===== src/rtl/rxdesc_pkg.sv =====
package rxdesc_pkg;

  localparam int LEN_W     = 16;
  localparam int OWN_POS   = 15;
  localparam int WRAP_POS  = 13;
  localparam int SHORT_POS = 1;
  localparam int LONG_POS  = 2;
  localparam logic [31:0] ERR_FLAGS = 32'h0000_007F;

  typedef enum logic [1:0] {
    ST_IDLE,
    ST_SEEK,
    ST_RECV,
    ST_CLOSE
  } rx_state_e;

  // status as held after claiming: error flags dropped
  function automatic logic [31:0] claim_status(input logic [31:0] st);
    return st & ~ERR_FLAGS;
  endfunction

  // status written back at frame end
  function automatic logic [31:0] close_status(input logic [31:0] st,
                                               input logic [LEN_W-1:0] len,
                                               input logic is_short,
                                               input logic is_long);
    logic [31:0] r;
    r            = {len, st[15:0]};
    r[OWN_POS]   = 1'b0;
    r[SHORT_POS] = is_short;
    r[LONG_POS]  = is_long;
    return r;
  endfunction

  // lane 0 lands in the top byte
  function automatic logic [31:0] place_byte(input logic [31:0] acc,
                                             input logic [7:0]  b,
                                             input logic [1:0]  lane);
    return acc | ({24'd0, b} << (5'd24 - {lane, 3'b000}));
  endfunction

  function automatic logic [LEN_W-1:0] word_offset(input logic [LEN_W-1:0] cnt);
    return {cnt[LEN_W-1:2], 2'b00};
  endfunction

endpackage


===== src/rtl/rxdesc_index.sv =====
module rxdesc_index #(
  parameter int BD_WORDS = 256,
  parameter int IDX_W    = 8
) (
  input  logic             clk,
  input  logic             rst_n,
  input  logic             reload,
  input  logic             advance,
  input  logic             wrap_bit,
  input  logic [IDX_W-1:0] base_idx,
  output logic [IDX_W-1:0] cur_idx
);
  localparam logic [IDX_W-1:0] LAST_IDX = IDX_W'(BD_WORDS - 2);

  logic             at_end;
  logic [IDX_W-1:0] step_to;

  assign at_end  = (cur_idx >= LAST_IDX);
  assign step_to = (wrap_bit || at_end) ? base_idx : cur_idx + IDX_W'(2);

  always_ff @(posedge clk or negedge rst_n) begin
    if (!rst_n)       cur_idx <= '0;
    else if (reload)  cur_idx <= base_idx;
    else if (advance) cur_idx <= step_to;
  end
endmodule


===== src/rtl/rxdesc_packer.sv =====
module rxdesc_packer
  import rxdesc_pkg::*;
#(
  parameter int ADDR_W = 32
) (
  input  logic              clk,
  input  logic              rst_n,
  input  logic              start,
  input  logic              accept,
  input  logic [7:0]        byte_in,
  input  logic              last_in,
  input  logic [ADDR_W-1:0] buf_addr,
  output logic [LEN_W-1:0]  byte_cnt,
  output logic              mem_wr_en,
  output logic [ADDR_W-1:0] mem_wr_addr,
  output logic [31:0]       mem_wr_data
);
  logic [31:0] acc;
  logic [31:0] merged;
  logic        word_done;

  assign merged    = place_byte(acc, byte_in, byte_cnt[1:0]);
  assign word_done = (byte_cnt[1:0] == 2'd3) || last_in;

  always_ff @(posedge clk or negedge rst_n) begin
    if (!rst_n) begin
      byte_cnt    <= '0;
      acc         <= '0;
      mem_wr_en   <= 1'b0;
      mem_wr_addr <= '0;
      mem_wr_data <= '0;
    end else begin
      mem_wr_en <= 1'b0;
      if (start) begin
        byte_cnt <= '0;
        acc      <= '0;
      end else if (accept) begin
        byte_cnt <= byte_cnt + LEN_W'(1);
        if (word_done) begin
          mem_wr_en   <= 1'b1;
          mem_wr_addr <= buf_addr + ADDR_W'(word_offset(byte_cnt));
          mem_wr_data <= merged;
          acc         <= '0;
        end else begin
          acc <= merged;
        end
      end
    end
  end
endmodule


===== src/rtl/rxdesc_close.sv =====
module rxdesc_close
  import rxdesc_pkg::*;
(
  input  logic [31:0]      held_status,
  input  logic [LEN_W-1:0] frame_len,
  input  logic [LEN_W-1:0] min_len,
  input  logic [LEN_W-1:0] max_len,
  output logic [31:0]      wr_data
);
  logic is_short;
  logic is_long;

  assign is_short = (frame_len < min_len);
  assign is_long  = (frame_len > max_len);
  assign wr_data  = close_status(held_status, frame_len, is_short, is_long);
endmodule


===== src/rtl/rxdesc_engine.sv =====
module rxdesc_engine
  import rxdesc_pkg::*;
#(
  parameter  int BD_WORDS  = 256,
  parameter  int ADDR_W    = 32,
  parameter  int HDR_BYTES = 14,
  localparam int IDX_W     = $clog2(BD_WORDS)
) (
  input  logic              clk,
  input  logic              rst_n,
  input  logic              rx_enable,
  input  logic [IDX_W-1:0]  base_idx,
  input  logic [15:0]       min_len,
  input  logic [15:0]       max_len,
  input  logic              rxf_mask,
  input  logic              rx_valid,
  input  logic [7:0]        rx_data,
  input  logic              rx_last,
  output logic              rx_ready,
  output logic [IDX_W-1:0]  desc_idx,
  input  logic [31:0]       desc_status,
  input  logic [ADDR_W-1:0] desc_bufaddr,
  output logic              desc_wr_en,
  output logic [31:0]       desc_wr_data,
  output logic              mem_wr_en,
  output logic [ADDR_W-1:0] mem_wr_addr,
  output logic [31:0]       mem_wr_data,
  output logic              evt_busy,
  output logic              evt_rxf,
  output logic              irq
);
  rx_state_e         state, state_nx;
  logic [31:0]       held_status;
  logic [ADDR_W-1:0] held_buf;
  logic [LEN_W-1:0]  byte_cnt;

  // named internal events
  logic st_idle;
  logic desc_free;
  logic claim;
  logic accept;
  logic frame_end;
  logic short_drop;

  assign st_idle    = (state == ST_IDLE);
  assign desc_free  = desc_status[OWN_POS];
  assign claim      = (state == ST_SEEK) && desc_free;
  assign rx_ready   = (state == ST_RECV);
  assign accept     = rx_valid && rx_ready;
  assign frame_end  = accept && rx_last;
  assign short_drop = frame_end && ((byte_cnt + LEN_W'(1)) < LEN_W'(HDR_BYTES));

  always_comb begin
    state_nx = state;
    unique case (state)
      ST_IDLE:  if (rx_enable) state_nx = ST_SEEK;
      ST_SEEK: begin
        if (desc_free)       state_nx = ST_RECV;
        else if (!rx_enable) state_nx = ST_IDLE;
      end
      ST_RECV:  if (frame_end) state_nx = short_drop ? ST_IDLE : ST_CLOSE;
      ST_CLOSE: state_nx = ST_IDLE;
      default:  state_nx = ST_IDLE;
    endcase
  end

  always_ff @(posedge clk or negedge rst_n) begin
    if (!rst_n) begin
      state       <= ST_IDLE;
      held_status <= '0;
      held_buf    <= '0;
    end else begin
      state <= state_nx;
      if (claim) begin
        held_status <= claim_status(desc_status);
        held_buf    <= desc_bufaddr;
      end
    end
  end

  rxdesc_index #(
    .BD_WORDS (BD_WORDS),
    .IDX_W    (IDX_W)
  ) u_index (
    .clk      (clk),
    .rst_n    (rst_n),
    .reload   (st_idle && !rx_enable),
    .advance  (state == ST_CLOSE),
    .wrap_bit (held_status[WRAP_POS]),
    .base_idx (base_idx),
    .cur_idx  (desc_idx)
  );

  rxdesc_packer #(
    .ADDR_W (ADDR_W)
  ) u_packer (
    .clk         (clk),
    .rst_n       (rst_n),
    .start       (claim),
    .accept      (accept),
    .byte_in     (rx_data),
    .last_in     (rx_last),
    .buf_addr    (held_buf),
    .byte_cnt    (byte_cnt),
    .mem_wr_en   (mem_wr_en),
    .mem_wr_addr (mem_wr_addr),
    .mem_wr_data (mem_wr_data)
  );

  rxdesc_close u_close (
    .held_status (held_status),
    .frame_len   (byte_cnt),
    .min_len     (min_len),
    .max_len     (max_len),
    .wr_data     (desc_wr_data)
  );

  assign desc_wr_en = (state == ST_CLOSE);
  assign evt_rxf    = desc_wr_en;
  assign irq        = evt_rxf && rxf_mask;
  assign evt_busy   = (state == ST_SEEK) && !desc_free && rx_valid;

endmodule


===== config.mk =====
export PLATFORM = sky130hd
export DESIGN_NAME = rxdesc_engine
export DESIGN_NICKNAME = d
export VERILOG_FILES = /design/src/rtl/rxdesc_pkg.sv /design/src/rtl/rxdesc_index.sv /design/src/rtl/rxdesc_packer.sv /design/src/rtl/rxdesc_close.sv /design/src/rtl/rxdesc_engine.sv
export SDC_FILE = /design/constraint.sdc
export NUM_CORES = 1
export LEC_CHECK = 0
export ABC_AREA = 1
export BUFFER_PORTS_ARGS = -buffer_cell sky130_fd_sc_hd__buf_2
export CAP_MARGIN = 20
export CORE_MARGIN = 10
export CORE_UTILIZATION = 60
export CTS_CLUSTER_SIZE = 30
export DETAILED_ROUTE_END_ITERATION = 8
export PLACE_DENSITY = 0.87
export SLEW_MARGIN = 15
export SYNTH_ARGS = -nofsm -noshare
export SYNTH_HDL_FRONTEND = slang
export SYNTH_HIERARCHICAL = 1
export SYNTH_SLANG_ARGS = --single-unit

===== constraint.sdc =====
create_clock -name clk -period 5.15 [get_ports clk]
set_clock_uncertainty 0.15 [all_clocks]
set_input_delay 0.2575 -clock clk [delete_from_list [all_inputs] [get_ports clk]]
set_output_delay 0.2575 -clock clk [all_outputs]
set_load 0.005 [all_outputs]

==> out/results.ini <==
[outcome]
outcome=complete, no violations

[critical_path]
timing.rr.start=state[0]
crit_fanout=45
crit_type=reg2reg
startpoint_type=register
required_ns=5.31
rr_worst_depth=11
r2r-end=u_packer/mem_wr_addr[12]
crit_arrival_ns=3.21
reg2reg_slack_ns=2.10
crit_path_end_kind=register

[power]
ir_drop_mv=0.312
report.power.total_uw=5080
power_density_nw_per_um2=415
leakage_uw=0.00707

[sta]
min_period_ns=3.05
tns_ns=0
hold_viol=0
fmax_mhz=328
slew_viol_final=0
finalWorstSetupSlack_ns=2.10
min_period_over_period_pct=59.1
holdWs_ns=0.0731
tightest_slew_ns=1.02
max_slew_margin_pct=31.4
rsz0062_at_grt=no
setup_viol=0

[clock_network]
clkTransAtPathRegs_ns=0.07
htree_levels=4
clock_sinks=163
clock-root-buffer=clkbuf_16
numCtsBuffers=17
clockBufferDepth=2
insertion_delay_ns=0.43
cts_tree=yes

[worst_hold_path]
min_path_type=in2reg
whs_path_depth=4
hold_start=rx_enable
whs_endpoint=state[0]

[floorplan]
start_util_pct=61.3
ios=228
dieArea_um2=22600
die_h_um=150
core-area_um2=16600
placement_rows=47
die-width_um=150

[flow_run]
maxCapViolCount=0

[place]
pre_cts_ws_ns=2.21
port_buffers=198
place_inst=1811
place_congestion=0.934
dp_hpwl_mm=20.2

[finish]
area_growth_pct=19.9
finalNonFillerCells=1895
final_common_cell=nand2_1
final_cell_mix=542 x nand2_1, 208 x inv_1, 197 x buf_2
finalNetCount=1827
final_layout_size_suffix_gt1_share_pct=17.3
fillerInstances=1281

[detailed_routing]
vias=9992
first_pass_iters=7
ant_nets=0
post_drt_wl_per_cell_um=15.4
drt-total-wl_mm=29.2
drc=0
viasPerCell=5.27
drt-initial-drc-count=940

[yosys]
synth_area_um2=10200
synth_cells=1452
ys_warn_count=6
synth_area_per_cell_um2=7.03

[global_route]
grt_max_degree=75
track_usage_pct=26.1
overflow=0
grt_pass1_vias=9925
antenna_found_initial=2
grt_pass1_wl_mm=48.0

flip-flops by register name, indices dropped and copies added, names as in the netlist, 2 cells and up:
signal,count
held_status,8
u_packer/byte_cnt,16
u_packer/acc,32
u_packer/mem_wr_addr,32
state,2
held_buf,32
u_index/cur_idx,8
u_packer/mem_wr_data,32
worst max-delay path by stage:
stage,cells past startpoint,start,endpoint
floorplan,13,u_packer/byte_cnt[2],u_packer/mem_wr_addr[26]
global placement,11,state[0],u_packer/mem_wr_addr[12]
detailed placement,11,state[0],u_packer/mem_wr_addr[12]
CTS,8,state[1],u_packer/acc[20]
global route,11,state[0],u_packer/mem_wr_addr[12]
finish,11,state[0],u_packer/mem_wr_addr[12]
power by group:
group | leakage, uW | internal, uW | switching [uW]
registers | 0.00215 | 1670 | 352
clock network | 0.000298 | 740 | 580
logic | 0.00463 | 659 | 1080
total | 0.00707 | 3070 | 2010
stage by stage:
step | area [um^2] | utilization (%)
2_1_floorplan | 10200 | -
3_3_place_gp | 11100 | 66.8
3_5_place_dp | 11100 | 66.8
4_1_cts | 12200 | 73.4
5_1_grt | 12200 | 73.5
6_report | 12200 | 73.5
final cells by class:
cell class | instances | area (um^2) | area share [%]
multi-input cells | 1002 | 4880 | 39.9
repair buffers | 254 | 1540 | 12.6
flip-flops and latches | 163 | 4080 | 33.3
well taps | 220 | 275 | 2.25
inverters | 222 | 833 | 6.81
clock buffers | 17 | 425 | 3.48
clock inverters | 15 | 193 | 1.57
diodes | 2 | 5.00 | 0.0409
routing by layer:
metal  global-route usage (%)  vias up  wire length, um
met2                     44.7      431            14300
met5                        0        -                0
li1                         -     4858                -
met1                     31.2     4629            11900
met4                     10.4        0              899
met3                     5.73       74             2200
timing repair:
action                                 4_1_cts  5_1_grt
hold buffers                                49        0
endpoints found under the hold margin      120        0
gates resized for setup                      0        0
buffers inserted                             0        0
worst max-delay path: stages (launching register included):
cell and delay (ns):
dfrtp_1 0.48, inv_2 0.11, nor3_4 0.15, buf_4 0.47
nor2_2 0.13, inv_2 0.12, nor2_4 0.04, inv_2 0.54
buf_4 0.46, a21oi_1 0.07, o21ai_1 0.12, nand2_1 0.06
Note: power is estimated with default switching activity, not from simulation.
